**src/rtl/evt_pkg.sv**
```systemverilog
package evt_pkg;
  localparam int unsigned DATA_W = 8;
  localparam int unsigned ADDR_W = 8;
  localparam int unsigned PORTS  = 4;
  localparam int unsigned NREGS  = 2;
  localparam int unsigned OSC_BIT = 1;

  localparam logic [ADDR_W-1:0] A_START_PEEK = 8'h08;
  localparam logic [ADDR_W-1:0] A_START_CLR  = 8'h09;
  localparam logic [ADDR_W-1:0] A_SUP_PEEK   = 8'h0A;
  localparam logic [ADDR_W-1:0] A_SUP_CLR    = 8'h0B;

  // next value of a sticky bank: new events win over a clear
  function automatic logic [DATA_W-1:0] sticky_next(
    input logic [DATA_W-1:0] q,
    input logic [DATA_W-1:0] set,
    input logic              clr
  );
    return set | (clr ? '0 : q);
  endfunction

  // read multiplexer: both aliases of a register return the same data
  function automatic logic [DATA_W-1:0] read_pick(
    input logic [ADDR_W-1:0] addr,
    input logic [DATA_W-1:0] start_q,
    input logic [DATA_W-1:0] sup_q
  );
    if (addr == A_START_PEEK || addr == A_START_CLR) return start_q;
    if (addr == A_SUP_PEEK || addr == A_SUP_CLR) return sup_q;
    return '0;
  endfunction

  // interrupt source mask for the supply register
  function automatic logic [DATA_W-1:0] sup_irq_mask(input logic osc_allowed);
    logic [DATA_W-1:0] m;
    m = '1;
    m[OSC_BIT] = osc_allowed;
    return m;
  endfunction
endpackage

```
**src/rtl/evt_sticky_bank.sv**
```systemverilog
module evt_sticky_bank #(
  parameter int unsigned W = evt_pkg::DATA_W
) (
  input  logic         clk,
  input  logic         rst_n,
  input  logic [W-1:0] set_i,
  input  logic         clr_i,
  output logic [W-1:0] q_o
);
  always_ff @(posedge clk or negedge rst_n) begin
    if (!rst_n) q_o <= '0;
    else        q_o <= evt_pkg::sticky_next(q_o, set_i, clr_i);
  end
endmodule

```
**src/rtl/evt_read_port.sv**
```systemverilog
module evt_read_port #(
  parameter int unsigned AW = evt_pkg::ADDR_W,
  parameter int unsigned DW = evt_pkg::DATA_W
) (
  input  logic          clk,
  input  logic          rst_n,
  input  logic          rd_en,
  input  logic [AW-1:0] rd_addr,
  input  logic [DW-1:0] start_q,
  input  logic [DW-1:0] sup_q,
  output logic [DW-1:0] rd_data,
  output logic          clr_start,
  output logic          clr_sup
);
  assign clr_start = rd_en && (rd_addr == evt_pkg::A_START_CLR);
  assign clr_sup   = rd_en && (rd_addr == evt_pkg::A_SUP_CLR);

  // data captured from the pre-clear register value
  always_ff @(posedge clk or negedge rst_n) begin
    if (!rst_n)     rd_data <= '0;
    else if (rd_en) rd_data <= evt_pkg::read_pick(rd_addr, start_q, sup_q);
  end
endmodule

```
**src/rtl/evt_irq_gen.sv**
```systemverilog
module evt_irq_gen #(
  parameter int unsigned DW   = evt_pkg::DATA_W,
  parameter int unsigned ACDW = evt_pkg::PORTS
) (
  input  logic [DW-1:0]   start_q,
  input  logic [DW-1:0]   sup_q,
  input  logic [ACDW-1:0] acd_en,
  output logic            irq
);
  logic osc_allowed;
  assign osc_allowed = |acd_en;
  assign irq = (|start_q) | (|(sup_q & evt_pkg::sup_irq_mask(osc_allowed)));
endmodule

```
**src/rtl/evt_reg_pair.sv**
```systemverilog
module evt_reg_pair #(
  parameter int unsigned PORTS = evt_pkg::PORTS
) (
  input  logic                        clk,
  input  logic                        rst_n,
  input  logic                        rd_en,
  input  logic [evt_pkg::ADDR_W-1:0]  rd_addr,
  output logic [evt_pkg::DATA_W-1:0]  rd_data,
  input  logic [PORTS-1:0]            cls_ovc,
  input  logic [PORTS-1:0]            start_fail,
  input  logic                        vdd_ov,
  input  logic                        vdd_uv,
  input  logic                        vee_uvlo,
  input  logic                        vee_ov,
  input  logic                        vee_uv,
  input  logic                        osc_fail,
  input  logic                        vdd_uvlo,
  input  logic                        tsd_recover,
  input  logic                        uvlo_recover,
  input  logic [PORTS-1:0]            acd_en,
  output logic                        irq
);
  localparam int unsigned DW = evt_pkg::DATA_W;
  localparam int unsigned NR = evt_pkg::NREGS;

  // named internal events, visible to the checker
  logic [DW-1:0] start_set, sup_set, start_q, sup_q;
  logic          clr_start, clr_sup;
  logic [DW-1:0] bank_set [NR];
  logic [DW-1:0] bank_q   [NR];
  logic [NR-1:0] bank_clr;

  assign start_set = {cls_ovc, start_fail};
  assign sup_set   = {tsd_recover | uvlo_recover, vdd_ov, vdd_uv, vee_uvlo,
                      vee_ov, vee_uv, osc_fail, vdd_uvlo};

  assign bank_set[0] = start_set;
  assign bank_set[1] = sup_set;
  assign bank_clr    = {clr_sup, clr_start};

  for (genvar g = 0; g < NR; g++) begin : g_bank
    evt_sticky_bank #(.W(DW)) u_bank (
      .clk   (clk),
      .rst_n (rst_n),
      .set_i (bank_set[g]),
      .clr_i (bank_clr[g]),
      .q_o   (bank_q[g])
    );
  end

  assign start_q = bank_q[0];
  assign sup_q   = bank_q[1];

  evt_read_port u_rd (
    .clk       (clk),
    .rst_n     (rst_n),
    .rd_en     (rd_en),
    .rd_addr   (rd_addr),
    .start_q   (start_q),
    .sup_q     (sup_q),
    .rd_data   (rd_data),
    .clr_start (clr_start),
    .clr_sup   (clr_sup)
  );

  evt_irq_gen #(.ACDW(PORTS)) u_irq (
    .start_q (start_q),
    .sup_q   (sup_q),
    .acd_en  (acd_en),
    .irq     (irq)
  );
endmodule

```
**config.mk**
```make
export PLATFORM = sky130hd
export DESIGN_NAME = evt_reg_pair
export DESIGN_NICKNAME = d
export VERILOG_FILES = /design/src/rtl/evt_pkg.sv /design/src/rtl/evt_sticky_bank.sv /design/src/rtl/evt_read_port.sv /design/src/rtl/evt_irq_gen.sv /design/src/rtl/evt_reg_pair.sv
export SDC_FILE = /design/constraint.sdc
export NUM_CORES = 1
export LEC_CHECK = 0
export ABC_AREA = 1
export BUFFER_PORTS_ARGS = -buffer_cell sky130_fd_sc_hd__buf_2
export CORE_MARGIN = 5
export CORE_UTILIZATION = 35
export CTS_BUF_LIST = sky130_fd_sc_hd__clkbuf_4 sky130_fd_sc_hd__clkbuf_8
export CTS_CLUSTER_SIZE = 24
export DETAILED_ROUTE_END_ITERATION = 10
export HOLD_SLACK_MARGIN = 0.08
export PLACE_DENSITY = 0.6
export SYNTH_ARGS = -nofsm -noshare
export SYNTH_HDL_FRONTEND = slang
export SYNTH_HIERARCHICAL = 1
export SYNTH_SLANG_ARGS = --single-unit
```
**constraint.sdc**
```tcl
create_clock -name clk -period 1.1 [get_ports clk]
set_input_delay 0.22 -clock clk [delete_from_list [all_inputs] [get_ports clk]]
set_output_delay 0.22 -clock clk [all_outputs]
set_load 0.005 [all_outputs]
```
# --- After elaboration in Yosys (flattened, before gate mapping) ---
# Index checks and enable logic that the tools add are counted.
totals:
  reg_bits: 24
  inputBits: 32
  output_inout_bits: 9
op_classes:
  eq_ne: 4
  muxes: 11
  bitwise_logic: 5
  reduce_logical: 7
op_table:
  columns: ["op", "n"]
  rows:
  - ["8-bit two-way mux", 6]
  - ["8-bit by 4-bit equality test with 1-bit output (second input constant)", 4]
  - ["8-bit bitwise OR", 2]
  - ["8-bit OR reduction", 2]
  - ["8-bit bitwise AND", 1]
  - ["1-bit two-way mux", 5]
  - ["4-bit OR reduction", 1]
  - ["1-bit logical AND", 2]
  - ["1-bit logical OR", 2]
  - ["1-bit bitwise OR", 2]

# --- Depth between registers and ports, before layout ---
# Gate-level depths: netlist (run 1).
depth:
  ltp_word: 8
  mapped_depth: 8
  depth_no_buf: 8

# --- By module ---
# The synthesis (run 1) kept the hierarchy.
modules_own_cells:
  columns: ["mod", "instances", "cells_each", "area_each_um2", "seq_area_each_um2"]
  rows:
  - ["evt_sticky_bank", 2, 33, 294.0, 200.2]
  - ["evt_read_port", 1, 71, 471.7, 200.2]
  - ["evt_irq_gen", 1, 19, 72.6, 0.0]
  - ["evt_reg_pair", 1, 3, 11.3, 0.0]

# --- Worst setup path before layout (run 1) ---
# No wires, ideal clock.
synth_path:
  path_type: "input-to-reg"
  startpoint: "in rd_addr[2] (netlist name)"
  endpoint: "reg g_bank[0].u_bank.q_o[1]"
  setup_time_ps: 116
  t_arrival_ps: 967
  required_time_ps: 984
  path_slack_ps: 16
  stages: 8
  n_path_buf: 0
  cell_sequence: "inv_1 -> nand2_1 -> nor2_2 -> nand2_1 -> nor3_1 -> inv_2 -> nand2_1 -> nand2_1"
synth_between:
  elab_chain_cells: 4
synth_rtl:
  columns: ["element", "line_no", "rtl"]
  rows:
  - ["start, declared", "evt_reg_pair.sv:7", "input logic [evt_pkg::ADDR_W-1:0] rd_addr,"]
  - ["8-bit by 4-bit equality test with 1-bit output", "evt_read_port.sv:15", "assign clr_start = rd_en && (rd_addr == evt_pkg::A_START_CLR);"]
  - ["1-bit logical AND", "evt_read_port.sv:15", null]
  - ["via clr_start", "evt_reg_pair.sv:28", "logic clr_start, clr_sup;"]
  - ["8-bit two-way mux", "evt_pkg.sv:19", "return set | (clr ? '0 : q);"]
  - ["8-bit bitwise OR", "evt_pkg.sv:19", null]
  - ["end signal, assigned", "evt_sticky_bank.sv:12", "else q_o <= evt_pkg::sticky_next(q_o, set_i, clr_i);"]
  - ["end, declared", "evt_sticky_bank.sv:8", "output logic [W-1:0] q_o"]
# The timed path passes the listed nets, and every way through them passes these cells.
# A chain may end at the register's enable or synchronous reset.

# --- Worst setup path in the final report (run 1) ---
layout_path:
  startpoint: "reg g_bank[0].u_bank.q_o[4]"
  endpoint: "out irq"
layout_between:
  elab_chain_cells: 2
layout_rtl:
  columns: ["element", "line_no", "rtl"]
  rows:
  - ["8-bit OR reduction", "evt_irq_gen.sv:12", "assign irq = (|start_q) | (|(sup_q & evt_pkg::sup_irq_mask(osc_allowed)));"]
  - ["1-bit bitwise OR", "evt_irq_gen.sv:12", null]
  - ["end, declared", "evt_reg_pair.sv:21", "output logic irq"]
# No other way between the ends.

==> results of run 1 <==
## power groups by stage
stage / clock network, W / registers, W / logic, W
floorplan: 0 / 0.000908 / 0.0000476
global placement: 0 / 0.000907 / 0.000138
detailed placement: 0 / 0.000907 / 0.000142
CTS: 0.000487 / 0.000890 / 0.000183
global route: 0.000532 / 0.000891 / 0.000212
finish: 0.000463 / 0.000890 / 0.000185
## worst min-delay path by stage
stage / end / slack [ns] / cells after the start
2_1_floorplan: g_bank[0].u_bank/q_o[0]$_DFF_PN0_ / -0.08 / 0
3_3_place_gp: g_bank[0].u_bank/q_o[5]$_DFF_PN0_ / 0.22 / 1
3_5_place_dp: g_bank[0].u_bank/q_o[5]$_DFF_PN0_ / 0.24 / 1
4_1_cts: g_bank[1].u_bank/q_o[1]$_DFF_PN0_ / 0.08 / 3
5_1_grt: g_bank[1].u_bank/q_o[1]$_DFF_PN0_ / 0.09 / 3
6_report: g_bank[1].u_bank/q_o[1]$_DFF_PN0_ / 0.08 / 3
## registers in the layout, summed over array words and instances, names as in the netlist
signal,flops
g_bank.u_bank/q_o,16
u_rd/rd_data,8
## cells by family after synthesis
logic type,synth area share
flip-flops,0.5252
buffers and inverters,0.09409
AND/OR/NAND/NOR,0.3808
## metal layers
layer / wire length, um / global-route usage / up-vias
met5: 0 / 0 / -
met4: 51 / 0.06835 / 0
met1: 1276 / 0.1735 / 531
met2: 1353 / 0.2344 / 40
li1: - / - / 646
met3: 218 / 0.02662 / 5
## cell usage in the layout, fill, tap and decap left out, types with 3 or more instances in the layout
cell type,Yosys,final
sky130_fd_sc_hd__buf_4,0,31
sky130_fd_sc_hd__nand2_1,82,82
sky130_fd_sc_hd__dlygate4sd3_1,0,15
sky130_fd_sc_hd__inv_1,21,21
sky130_fd_sc_hd__clkbuf_4,0,3
sky130_fd_sc_hd__buf_2,0,40
sky130_fd_sc_hd__nor2_1,13,13
sky130_fd_sc_hd__nand3_1,10,9
sky130_fd_sc_hd__dfrtp_1,24,24
sky130_fd_sc_hd__inv_2,4,4
## cells in the mapped netlist, drive strengths merged
| cell | number | area [um2] |
|---|---|---|
| nand2 | 82 | 307.8 |
| inv | 25 | 93.84 |
| dfrtp | 24 | 600.6 |
| nor2 | 15 | 66.32 |
| nand3 | 10 | 50.05 |
| clkbuf | 1 | 13.76 |
| nor3 | 1 | 5.000 |
| nor4 | 1 | 6.260 |
## repair_timing
item                                    in CTS  in global routing
endpoints found under the hold margin       38                  0
pin swaps                                    0                  6
endpoints found under the setup margin       1                  8
hold buffers                                15                  0
setup buffers                                1                  9
gates cloned                                 0                  0
resized for setup                            0                  1
## metrics by stage
step / instances / cell area (um2)
3_3_place_gp: 263 / 1543
6_report: 292 / 1809
4_1_cts: 283 / 1737
2_1_floorplan: 159 / 1144
5_1_grt: 292 / 1809
3_5_place_dp: 263 / 1543
## layout make-up
cell class | count | area, um2
Fill cell | 337 | 1294
Sequential cell | 24 | 600.6
Timing Repair Buffer | 86 | 583.1
Multi-Input combinational cell | 109 | 440.4
Inverter | 25 | 93.84
Tap cell | 44 | 55.05
Clock buffer | 4 | 36.28
## worst register-to-register path, cell delays in order, from the launching register on
cell and delay, ns:
sky130_fd_sc_hd__dfrtp_1 0.41, sky130_fd_sc_hd__buf_4 0.13, sky130_fd_sc_hd__buf_4 0.12, sky130_fd_sc_hd__buf_4 0.13, sky130_fd_sc_hd__nand3_2 0.07, sky130_fd_sc_hd__nand2_1 0.05, sky130_fd_sc_hd__nand2_1 0.05, sky130_fd_sc_hd__nand2_1 0.05
==> impl_metrics.env, run 1 <==
export IMPL_timing_slew_headroom=0.6542
export IMPL_hp_start="osc_fail"
export IMPL_power_sequential_fraction=0.578
export IMPL_design_portCount=41
export IMPL_vias=1222
export IMPL_clk_pin_slew_ns=0.13
export IMPL_overflow=0
export IMPL_outcome="finished, violations left"
export IMPL_r2r_end="u_rd/rd_data[5]$_DFFE_PN0P_"
export IMPL_holdWs_ns=0.08213
export IMPL_die_h_um=67.16
export IMPL_setup_viol=1
export IMPL_cp_required_ns=0.88
export IMPL_grt_start_max_net_pins=25
export IMPL_synth_cell_area_um2=1144
export IMPL_max_cap_violations=0
export IMPL_postRouteAntennaNets=0
export IMPL_p_sw_frac=0.2229
export IMPL_critical_path_class="reg -> out"
export IMPL_die_area_um2=4510
export IMPL_p_int_w=0.001195
export IMPL_crit_arrival_ns=1.24
export IMPL_crit_top_cell="sky130_fd_sc_hd__nor2_1"
export IMPL_die_width_um=67.16
export IMPL_period_share=1.327
export IMPL_coreArea_um2=3103
export IMPL_dpl_hpwl_mm=2.183
export IMPL_critical_path_cell_count=5
export IMPL_crit_path_max_incr_delay_ns=0.40
export IMPL_drt_drc_violations_left=0
export IMPL_totalWireLength_mm=2.900
export IMPL_max_clock_path_buffers=2
export IMPL_post_layout_total_power_w=0.001538
export IMPL_worst_pin_slew_ns=0.5188
export IMPL_antenna_cells_inserted=0
export IMPL_global_route_usage_total=0.1404
export IMPL_drt_first_pass_iters=4
export IMPL_layout_min_cycle_time_ns=1.459
export IMPL_synthesis_nets=191
export IMPL_cts_sinks=24
export IMPL_crit_slowest_cell="sky130_fd_sc_hd__dfrtp_1"
export IMPL_clock_power_share=0.301
export IMPL_fin_util=0.5831
export IMPL_startpoint_type="flop"
export IMPL_synth_seq_cells=24
export IMPL_via_per_inst=4.185
export IMPL_worst_setup_path_startpoint="g_bank[0].u_bank/q_o[4]$_DFF_PN0_"
export IMPL_fin_tns_setup_ns=-0.3594
export IMPL_yosysWarnings=6
export IMPL_power_share_combinational=0.120
export IMPL_rsz0062_at_grt="yes"
export IMPL_drv_slew=0
export IMPL_leakage_nw=1.067
export IMPL_final_hold_violation_count=0
export IMPL_drive_gt1_frac=0.3306
export IMPL_critPathBufInv=1
export IMPL_fin_nets=281
export IMPL_cts_buffers=3
export IMPL_worstPathCellList="nor2_1, nand2_1, nor2_1, nand3_1, buf_2"
export IMPL_pre_cts_slack_ns=-0.1317
export IMPL_per_instance_average_area_after_synthesis_um2=7.192
export IMPL_initial_core_util=0.3685
export IMPL_yosysUniqueCellTypes=11
export IMPL_worstSetupEndpoint="irq"
export IMPL_fmax_mhz=685.2
export IMPL_route_detailed_wl_per_inst_um=9.932
export IMPL_vdd_drop_max_mv=0.4251
export IMPL_portBuffers=40
export IMPL_clock_tree_root_cell="sky130_fd_sc_hd__clkbuf_4"
export IMPL_clock_tree_from_tritoncts="done"
export IMPL_antenna_found_initial=0
export IMPL_failing_checks="negative setup slack"
export IMPL_syn_instance_count=159
export IMPL_post_route_worst_setup_slack_ns=-0.3594
export IMPL_regToRegStartpoint="g_bank[0].u_bank/q_o[5]$_DFF_PN0_"
export IMPL_number_of_global_route_vias_before_repair=1105
export IMPL_layout_overhead_on_the_synthesized_area_pct=58.21
export IMPL_core_rowCount=20
export IMPL_timing_reg2reg_worst_path_depth=7
export IMPL_globalplace_congestion=0.8112
export IMPL_cellPowerDensity_nw_per_um2=850.3
export IMPL_timing_reg2reg_setup_slack_ns=0.02
export IMPL_hold_wc_path_type="in -> reg"
export IMPL_power_net_switching_w=0.0003429
export IMPL_critical_path_peak_fanout=2
export IMPL_fin_skew_ns=0.001635
export IMPL_timing_critical_path_to_type="output port"
export IMPL_detailedRoute_firstIterationViolations=56
export IMPL_yosysSeqAreaShare=0.5252
export IMPL_clock_insertion_delay_at_the_later_pin_of_the_skew_report_ns=0.31
export IMPL_crit_family="flip-flops"
export IMPL_cts_htree_levels=1
export IMPL_grt_pass1_wl_mm=4.719
Power figures use the tool's default switching activity.
==> inputs of run 2 (changes only) <==
- ABC_AREA: 1 -> default
- CAP_MARGIN: default -> 15
==> run 2 against run 1 <==
The run still ends with negative setup slack left. Worst setup slack got worse by 0.39 ns. Sequential power about the same. Core utilization decreased by 1.5 points. Final area decreased by 4.1%. Via count decreased by 21%. First-iteration DRC count decreased by 36%.
==> impl_metrics.env, run 2 <==
export IMPL_vdd_drop_max_mv=0.6148
export IMPL_cts_buffers=3
export IMPL_rsz0062_at_grt="yes"
export IMPL_max_clock_path_buffers=2
export IMPL_yosys_area_top_type_share=0.5418
export IMPL_registers_top_by_ff_count="g_bank.u_bank/q_o"
export IMPL_fin_nets=196
export IMPL_dpl_hpwl_mm=2.131
export IMPL_regToRegStartpoint="g_bank[1].u_bank/q_o[6]$_DFF_PN0_"
export IMPL_biggest_regs="g_bank.u_bank/q_o: 16 flops, u_rd/rd_data: 8 flops"
export IMPL_timing_reg2reg_setup_slack_ns=0.11
export IMPL_cts_htree_levels=1
export IMPL_design_portCount=41
export IMPL_grt_start_max_net_pins=25
export IMPL_core_rowCount=20
export IMPL_yosysSeqAreaShare=0.5418
export IMPL_edff_count_synth=0
export IMPL_layout_overhead_on_the_synthesized_area_pct=56.55
export IMPL_largest_family_of_logic_cells_by_synthesized_area="compound AO/OA/AOI/OAI gates"
export IMPL_startpoint_type="flop"
export IMPL_post_synth_most_frequent_cells="sky130_fd_sc_hd__dfrtp_1 (24), sky130_fd_sc_hd__a21o_1 (16), sky130_fd_sc_hd__mux2i_1 (8), sky130_fd_sc_hd__nand2b_1 (8), sky130_fd_sc_hd__o41ai_2 (8)"
export IMPL_synth_xor_area_share=0
export IMPL_post_route_worst_setup_slack_ns=-0.7526
export IMPL_totalWireLength_mm=2.804
export IMPL_route_detailed_wl_per_inst_um=13.61
export IMPL_drv_slew=0
export IMPL_die_h_um=66.28
export IMPL_holdWs_ns=0.1019
export IMPL_fillers=272
export IMPL_setup_viol=17
export IMPL_synthesis_nets=116
export IMPL_coreArea_um2=3053
export IMPL_share_of_the_synthesized_area_in_compound_gates_ao_oa_aoi_oai=0.2336
export IMPL_post_layout_total_power_w=0.001466
export IMPL_globalplace_congestion=0.7678
export IMPL_synth_simple_gate_area_frac=0.1185
export IMPL_via_per_inst=4.660
export IMPL_global_route_usage_total=0.1366
export IMPL_clock_tree_root_cell="sky130_fd_sc_hd__clkbuf_4"
export IMPL_timing_reg2reg_worst_path_depth=3
export IMPL_fin_skew_ns=0.007979
export IMPL_grt_pass1_wl_mm=4.512
export IMPL_clk_pin_slew_ns=0.12
export IMPL_cp_required_ns=0.88
export IMPL_yosysUniqueCellTypes=19
export IMPL_outcome="finished, violations left"
export IMPL_timing_critical_path_to_type="output port"
export IMPL_overflow=0
export IMPL_die_area_um2=4393
export IMPL_critical_path_class="reg -> out"
export IMPL_cellPowerDensity_nw_per_um2=844.9
export IMPL_layout_min_cycle_time_ns=1.853
export IMPL_post_place_cell_area_um2=1529
export IMPL_portBuffers=40
export IMPL_design_area_um2=1735
export IMPL_clock_tree_from_tritoncts="done"
export IMPL_leakage_nw=0.7990
export IMPL_number_of_global_route_vias_before_repair=952
export IMPL_final_hold_violation_count=0
export IMPL_critical_path_peak_fanout=2
export IMPL_synth_area_mux_share=0.07223
export IMPL_layoutNonFillerInstCount=206
export IMPL_layout_common_cells="sky130_fd_sc_hd__buf_2 (39), sky130_fd_sc_hd__dfrtp_1 (24), sky130_fd_sc_hd__buf_4 (24)"
export IMPL_failing_checks="negative setup slack"
export IMPL_drive_gt1_frac=0.5185
export IMPL_worstSetupEndpoint="irq"
export IMPL_synth_seq_cells=24
export IMPL_fin_util=0.5684
export IMPL_drt_first_pass_iters=4
export IMPL_antenna_cells_inserted=0
export IMPL_post_synth_top_count_cell="sky130_fd_sc_hd__dfrtp_1"
export IMPL_detailedRoute_firstIterationViolations=36
export IMPL_r2r_end="u_rd/rd_data[6]$_DFFE_PN0P_"
export IMPL_synth_cell_area_um2=1109
export IMPL_per_instance_average_area_after_synthesis_um2=13.20
export IMPL_worst_pin_slew_ns=0.5456
export IMPL_largest_reg_flops=16
export IMPL_fmax_mhz=539.8
export IMPL_hold_wc_path_type="in -> reg"
export IMPL_synth_flop_cell="sky130_fd_sc_hd__dfrtp_1"
export IMPL_layout_cells_most_common="sky130_fd_sc_hd__buf_2"
export IMPL_worst_setup_path_startpoint="g_bank[1].u_bank/q_o[4]$_DFF_PN0_"
export IMPL_drt_drc_violations_left=0
export IMPL_syn_instance_count=84
export IMPL_place_inst=185
export IMPL_cts_sinks=24
export IMPL_period_share=1.684
export IMPL_yosysWarnings=6
export IMPL_ys_async_sr_fraction=1.000
export IMPL_antenna_found_initial=0
export IMPL_postRouteAntennaNets=0
export IMPL_crit_arrival_ns=1.63
export IMPL_synthDominantAreaCellType="sky130_fd_sc_hd__dfrtp_1"
export IMPL_synth_top_cells_by_area="sky130_fd_sc_hd__dfrtp_1 (54%), sky130_fd_sc_hd__o41ai_2 (12%), sky130_fd_sc_hd__a21o_1 (11%)"
export IMPL_timing_slew_headroom=0.6363
export IMPL_clock_insertion_delay_at_the_later_pin_of_the_skew_report_ns=0.31
export IMPL_synth_fa_ha_area_frac=0
export IMPL_initial_core_util=0.3631
export IMPL_vias=960
export IMPL_die_width_um=66.28
export IMPL_max_cap_violations=0
## run 2: changes by cell type after synthesis, moves of 8 or more
cell                       before  now
sky130_fd_sc_hd__a21o_1         0   16
sky130_fd_sc_hd__inv_1         21    2
sky130_fd_sc_hd__mux2i_1        0    8
sky130_fd_sc_hd__nand2_1       82    1
sky130_fd_sc_hd__nand2b_1       0    8
sky130_fd_sc_hd__nand3_1       10    0
sky130_fd_sc_hd__nor2_1        13    0
sky130_fd_sc_hd__o41ai_2        0    8
## run 2: per-layer routing
metal  up-vias  share of wire  track usage  wire length, um
met3         4          0.052      0.03401              147
met4         0         0.0068      0.04569               19
met5         -              0            0                0
met2        24           0.47       0.2032             1312
met1       463           0.47       0.1919             1325
li1        469              -            -                -
## run 2: cell type report
cell class	count	area [um2]	area share
repair buffers	79	538.0	0.3100
multi-input cells	52	504.2	0.2906
clock buffers	3	22.52	0.01298
well taps	44	55.05	0.03172
flip-flops and latches	24	600.6	0.3461
inverters	4	15.01	0.008652
## run 2: worst min path at each step
stage	from	endpoint	slack, ns	depth (start not counted)
detailed placement	rst_n	g_bank[0].u_bank/q_o[4]$_DFF_PN0_	0.24	1
global placement	rst_n	g_bank[1].u_bank/q_o[5]$_DFF_PN0_	0.23	1
global route	vdd_ov	g_bank[1].u_bank/q_o[6]$_DFF_PN0_	0.08	2
finish	start_fail[0]	g_bank[0].u_bank/q_o[0]$_DFF_PN0_	0.10	2
floorplan	rst_n	g_bank[0].u_bank/q_o[0]$_DFF_PN0_	-0.08	0
CTS	vdd_ov	g_bank[1].u_bank/q_o[6]$_DFF_PN0_	0.09	2
## run 2: where the power goes
part / switching, W / leakage, nW / total (W) / internal (W)
registers: 0.00000247 / 0.251 / 0.000889 / 0.000887
logic: 0.0000875 / 0.534 / 0.000198 / 0.000111
clock network: 0.000250 / 0.0138 / 0.000378 / 0.000128
total: 0.000340 / 0.799 / 0.00147 / 0.00113
## run 2: kinds of logic (layout without fill, tap and decap cells)
group,after synthesis,in the layout
buffers and inverters,8,86
AND/OR/NAND/NOR,19,19
AO/OA/AOI/OAI,25,25
flip-flops,24,24
multiplexers,8,8
## run 2: per-stage QoR
stage / setup slack, ns / setup TNS, ns
after floorplan: -0.3044 / -5.797
final: -0.7526 / -1.466
after detailed placement: -0.4196 / -9.260
after CTS: -0.7782 / -1.511
after global routing: -0.8401 / -1.907
after global placement: -0.4195 / -8.844
## run 2: worst max-delay path, cell delays in order, from the launching register on
cell                      delay [ns]
sky130_fd_sc_hd__dfrtp_1        0.40
sky130_fd_sc_hd__or4_4          0.53
sky130_fd_sc_hd__nor4_2         0.15
sky130_fd_sc_hd__nand4_1        0.11
sky130_fd_sc_hd__buf_2          0.15
## run 2: repair_timing
| item | CTS | global route |
|---|---|---|
| setup buffers | 0 | 4 |
| endpoints found under the setup margin | 18 | 23 |
| resized for setup | 3 | 0 |
| hold buffers | 14 | 0 |
| pin swaps | 1 | 0 |
| endpoints found under the hold margin | 37 | 0 |
==> inputs of run 3 (changes only) <==
- CELL_PAD_IN_SITES_DETAIL_PLACEMENT: default -> 0
- CELL_PAD_IN_SITES_GLOBAL_PLACEMENT: default -> 1
- PLACE_DENSITY: 0.6 -> 0.74
==> run 3 against run 2 <==
The run still ends with negative setup slack left. Count of clock-buffer cells in the layout stayed put. Sequential power is essentially flat. Routed wire length fell by 2.8%. Final cell count grew 1.9%. Highest routed layer unchanged. Final area rose by 3.1%. Hold slack gained 0.055 ns. Clock skew decreased by 0.0035 ns. Worst setup slack worse by 0.012 ns. Total power grew 18%. Largest power group unchanged. Non-clock buffer count grew 3. Critical path depth did not move. Combinational power barely moved.
==> impl_metrics.env, run 3 (synthesis gave the netlist of run 2 again) <==
export IMPL_biggest_regs="g_bank.u_bank/q_o: 16 flops, u_rd/rd_data: 8 flops"
export IMPL_die_area_um2=4393
export IMPL_detailedRoute_firstIterationViolations=20
export IMPL_fillers=276
export IMPL_registers_top_by_ff_count="g_bank.u_bank/q_o"
export IMPL_globalplace_congestion=0.7900
export IMPL_min_to="g_bank[1].u_bank/q_o[7]$_DFF_PN0_"
export IMPL_portBuffers=40
export IMPL_clk_pin_slew_ns=0.13
export IMPL_grt_met2_usage=0.2032
export IMPL_timing_slew_headroom=0.6458
export IMPL_gr_max_usage_layer="met2"
export IMPL_cts_sinks=24
export IMPL_vdd_drop_max_mv=0.7581
export IMPL_postRouteAntennaNets=0
export IMPL_layout_min_cycle_time_ns=1.865
export IMPL_critical_path_peak_fanout=2
export IMPL_fin_skew_ns=0.004468
export IMPL_totalWireLength_mm=2.725
export IMPL_clock_tree_from_tritoncts="done"
export IMPL_drt_first_pass_iters=4
export IMPL_overflow=0
export IMPL_die_h_um=66.28
export IMPL_layout_common_cells="sky130_fd_sc_hd__buf_2 (39), sky130_fd_sc_hd__buf_4 (26), sky130_fd_sc_hd__dfrtp_1 (24)"
export IMPL_worst_setup_path_startpoint="g_bank[1].u_bank/q_o[4]$_DFF_PN0_"
export IMPL_fmax_mhz=536.2
export IMPL_number_of_global_route_vias_before_repair=966
export IMPL_post_route_worst_setup_slack_ns=-0.7649
export IMPL_design_portCount=41
export IMPL_worst_pin_slew_ns=0.5314
export IMPL_worst_hold_path_num_cells=3
export IMPL_critical_path_class="reg -> out"
export IMPL_layout_overhead_on_the_synthesized_area_pct=61.40
export IMPL_dpl_hpwl_mm=2.133
export IMPL_antenna_found_initial=0
export IMPL_layout_cells_most_common="sky130_fd_sc_hd__buf_2"
export IMPL_cp_required_ns=0.88
export IMPL_r2r_end="u_rd/rd_data[7]$_DFFE_PN0P_"
export IMPL_clock_insertion_delay_at_the_later_pin_of_the_skew_report_ns=0.31
export IMPL_startpoint_type="flop"
export IMPL_hold_wc_path_type="in -> reg"
export IMPL_die_width_um=66.28
export IMPL_period_share=1.695
export IMPL_rsz0062_at_grt="yes"
export IMPL_hp_start="uvlo_recover"
export IMPL_drv_slew=0
export IMPL_regToRegStartpoint="g_bank[1].u_bank/q_o[7]$_DFF_PN0_"
export IMPL_grtUsageMet3=0.03571
export IMPL_gr_usage_met1=0.1665
export IMPL_drt_drc_violations_left=0
export IMPL_coreArea_um2=3053
export IMPL_route_detailed_wl_per_inst_um=12.98
export IMPL_final_hold_violation_count=0
export IMPL_failing_checks="negative setup slack"
export IMPL_setup_viol=17
export IMPL_grt_start_max_net_pins=25
export IMPL_core_rowCount=20
export IMPL_initial_core_util=0.3631
export IMPL_largest_reg_flops=16
export IMPL_timing_critical_path_to_type="output port"
export IMPL_grt_pass1_wl_mm=4.305
export IMPL_crit_arrival_ns=1.64
export IMPL_via_per_inst=4.538
export IMPL_vias=953
export IMPL_cts_htree_levels=1
export IMPL_timing_reg2reg_setup_slack_ns=0.11
export IMPL_global_route_usage_total=0.1298
export IMPL_antenna_cells_inserted=0
export IMPL_cellPowerDensity_nw_per_um2=963.8
export IMPL_pre_cts_slack_ns=-0.4246
export IMPL_outcome="finished, violations left"
export IMPL_timing_reg2reg_worst_path_depth=3
export IMPL_fin_nets=199
export IMPL_clock_tree_root_cell="sky130_fd_sc_hd__clkbuf_4"
export IMPL_leakage_nw=0.8240
export IMPL_max_cap_violations=0
export IMPL_holdWs_ns=0.1569
export IMPL_max_clock_path_buffers=2
export IMPL_cts_buffers=3
export IMPL_drive_gt1_frac=0.5181
==> run 3: cell types whose count changed in the layout (fill, tap and decap cells not counted) <==
cell and delta:
sky130_fd_sc_hd__buf_6 -1, sky130_fd_sc_hd__bufinv_16 +1, sky130_fd_sc_hd__dlygate4sd3_1 +2, sky130_fd_sc_hd__buf_4 +2
==> run 3: layer usage <==
| layer | wire length, um | up-vias |
|---|---|---|
| met5 | 0 | - |
| met4 | 39 | 0 |
| met3 | 175 | 6 |
| met2 | 1282 | 30 |
| met1 | 1227 | 436 |
| li1 | - | 481 |
==> run 3: how the worst max path moves through the flow <==
stage                                              endpoint  slack (ns)  depth (start not counted)
after floorplan           g_bank[0].u_bank/q_o[2]$_DFF_PN0_       -0.30                          5
after global placement                                  irq       -0.42                          4
after detailed placement                                irq       -0.42                          4
after CTS                                               irq       -0.80                          4
after global routing                                    irq       -0.83                          4
final                                                   irq       -0.76                          4
==> run 3: per-stage QoR <==
step	instances	power, W	cell area [um2]	util	setup TNS, ns
3_5_place_dp	186	0.001063	1536	0.5033	-9.197
6_report	210	0.001725	1789	0.5861	-1.211
3_3_place_gp	186	0.001059	1536	0.5033	-8.754
4_1_cts	206	0.001747	1755	0.5750	-1.329
5_1_grt	210	0.001794	1789	0.5861	-1.983
2_1_floorplan	84	0.0009685	1145	-	-5.797
==> run 3: power by group <==
part	leakage (nW)	switching [W]	total [W]	internal [W]
Clock	0.0279	0.000266	0.000634	0.000368
Sequential	0.251	0.00000255	0.000890	0.000887
Combinational	0.545	0.0000844	0.000200	0.000116
==> run 3: layout make-up <==
cell class / count / area [um2] / area share
timing repair buffer: 82 / 561.8 / 0.3140
clock buffer: 3 / 22.52 / 0.01259
inverter: 4 / 15.01 / 0.008392
clock inverter: 1 / 30.03 / 0.01678
tap: 44 / 55.05 / 0.03077
multi-input combinational: 52 / 504.2 / 0.2818
sequential: 24 / 600.6 / 0.3357
==> run 3: repair_timing <==
action,4_1_cts,5_1_grt
gates resized for setup,1,1
pin swaps,1,0
endpoints found under the setup margin,17,24
hold buffers,16,0
endpoints found under the hold margin,39,0
setup buffers,0,4
==> run 3: critical path: stages, from the launching register on <==
cell and delay [ns]:
sky130_fd_sc_hd__dfrtp_1 0.41, sky130_fd_sc_hd__or4_4 0.53, sky130_fd_sc_hd__nor4_2 0.13, sky130_fd_sc_hd__nand4_1 0.11, sky130_fd_sc_hd__buf_2 0.15
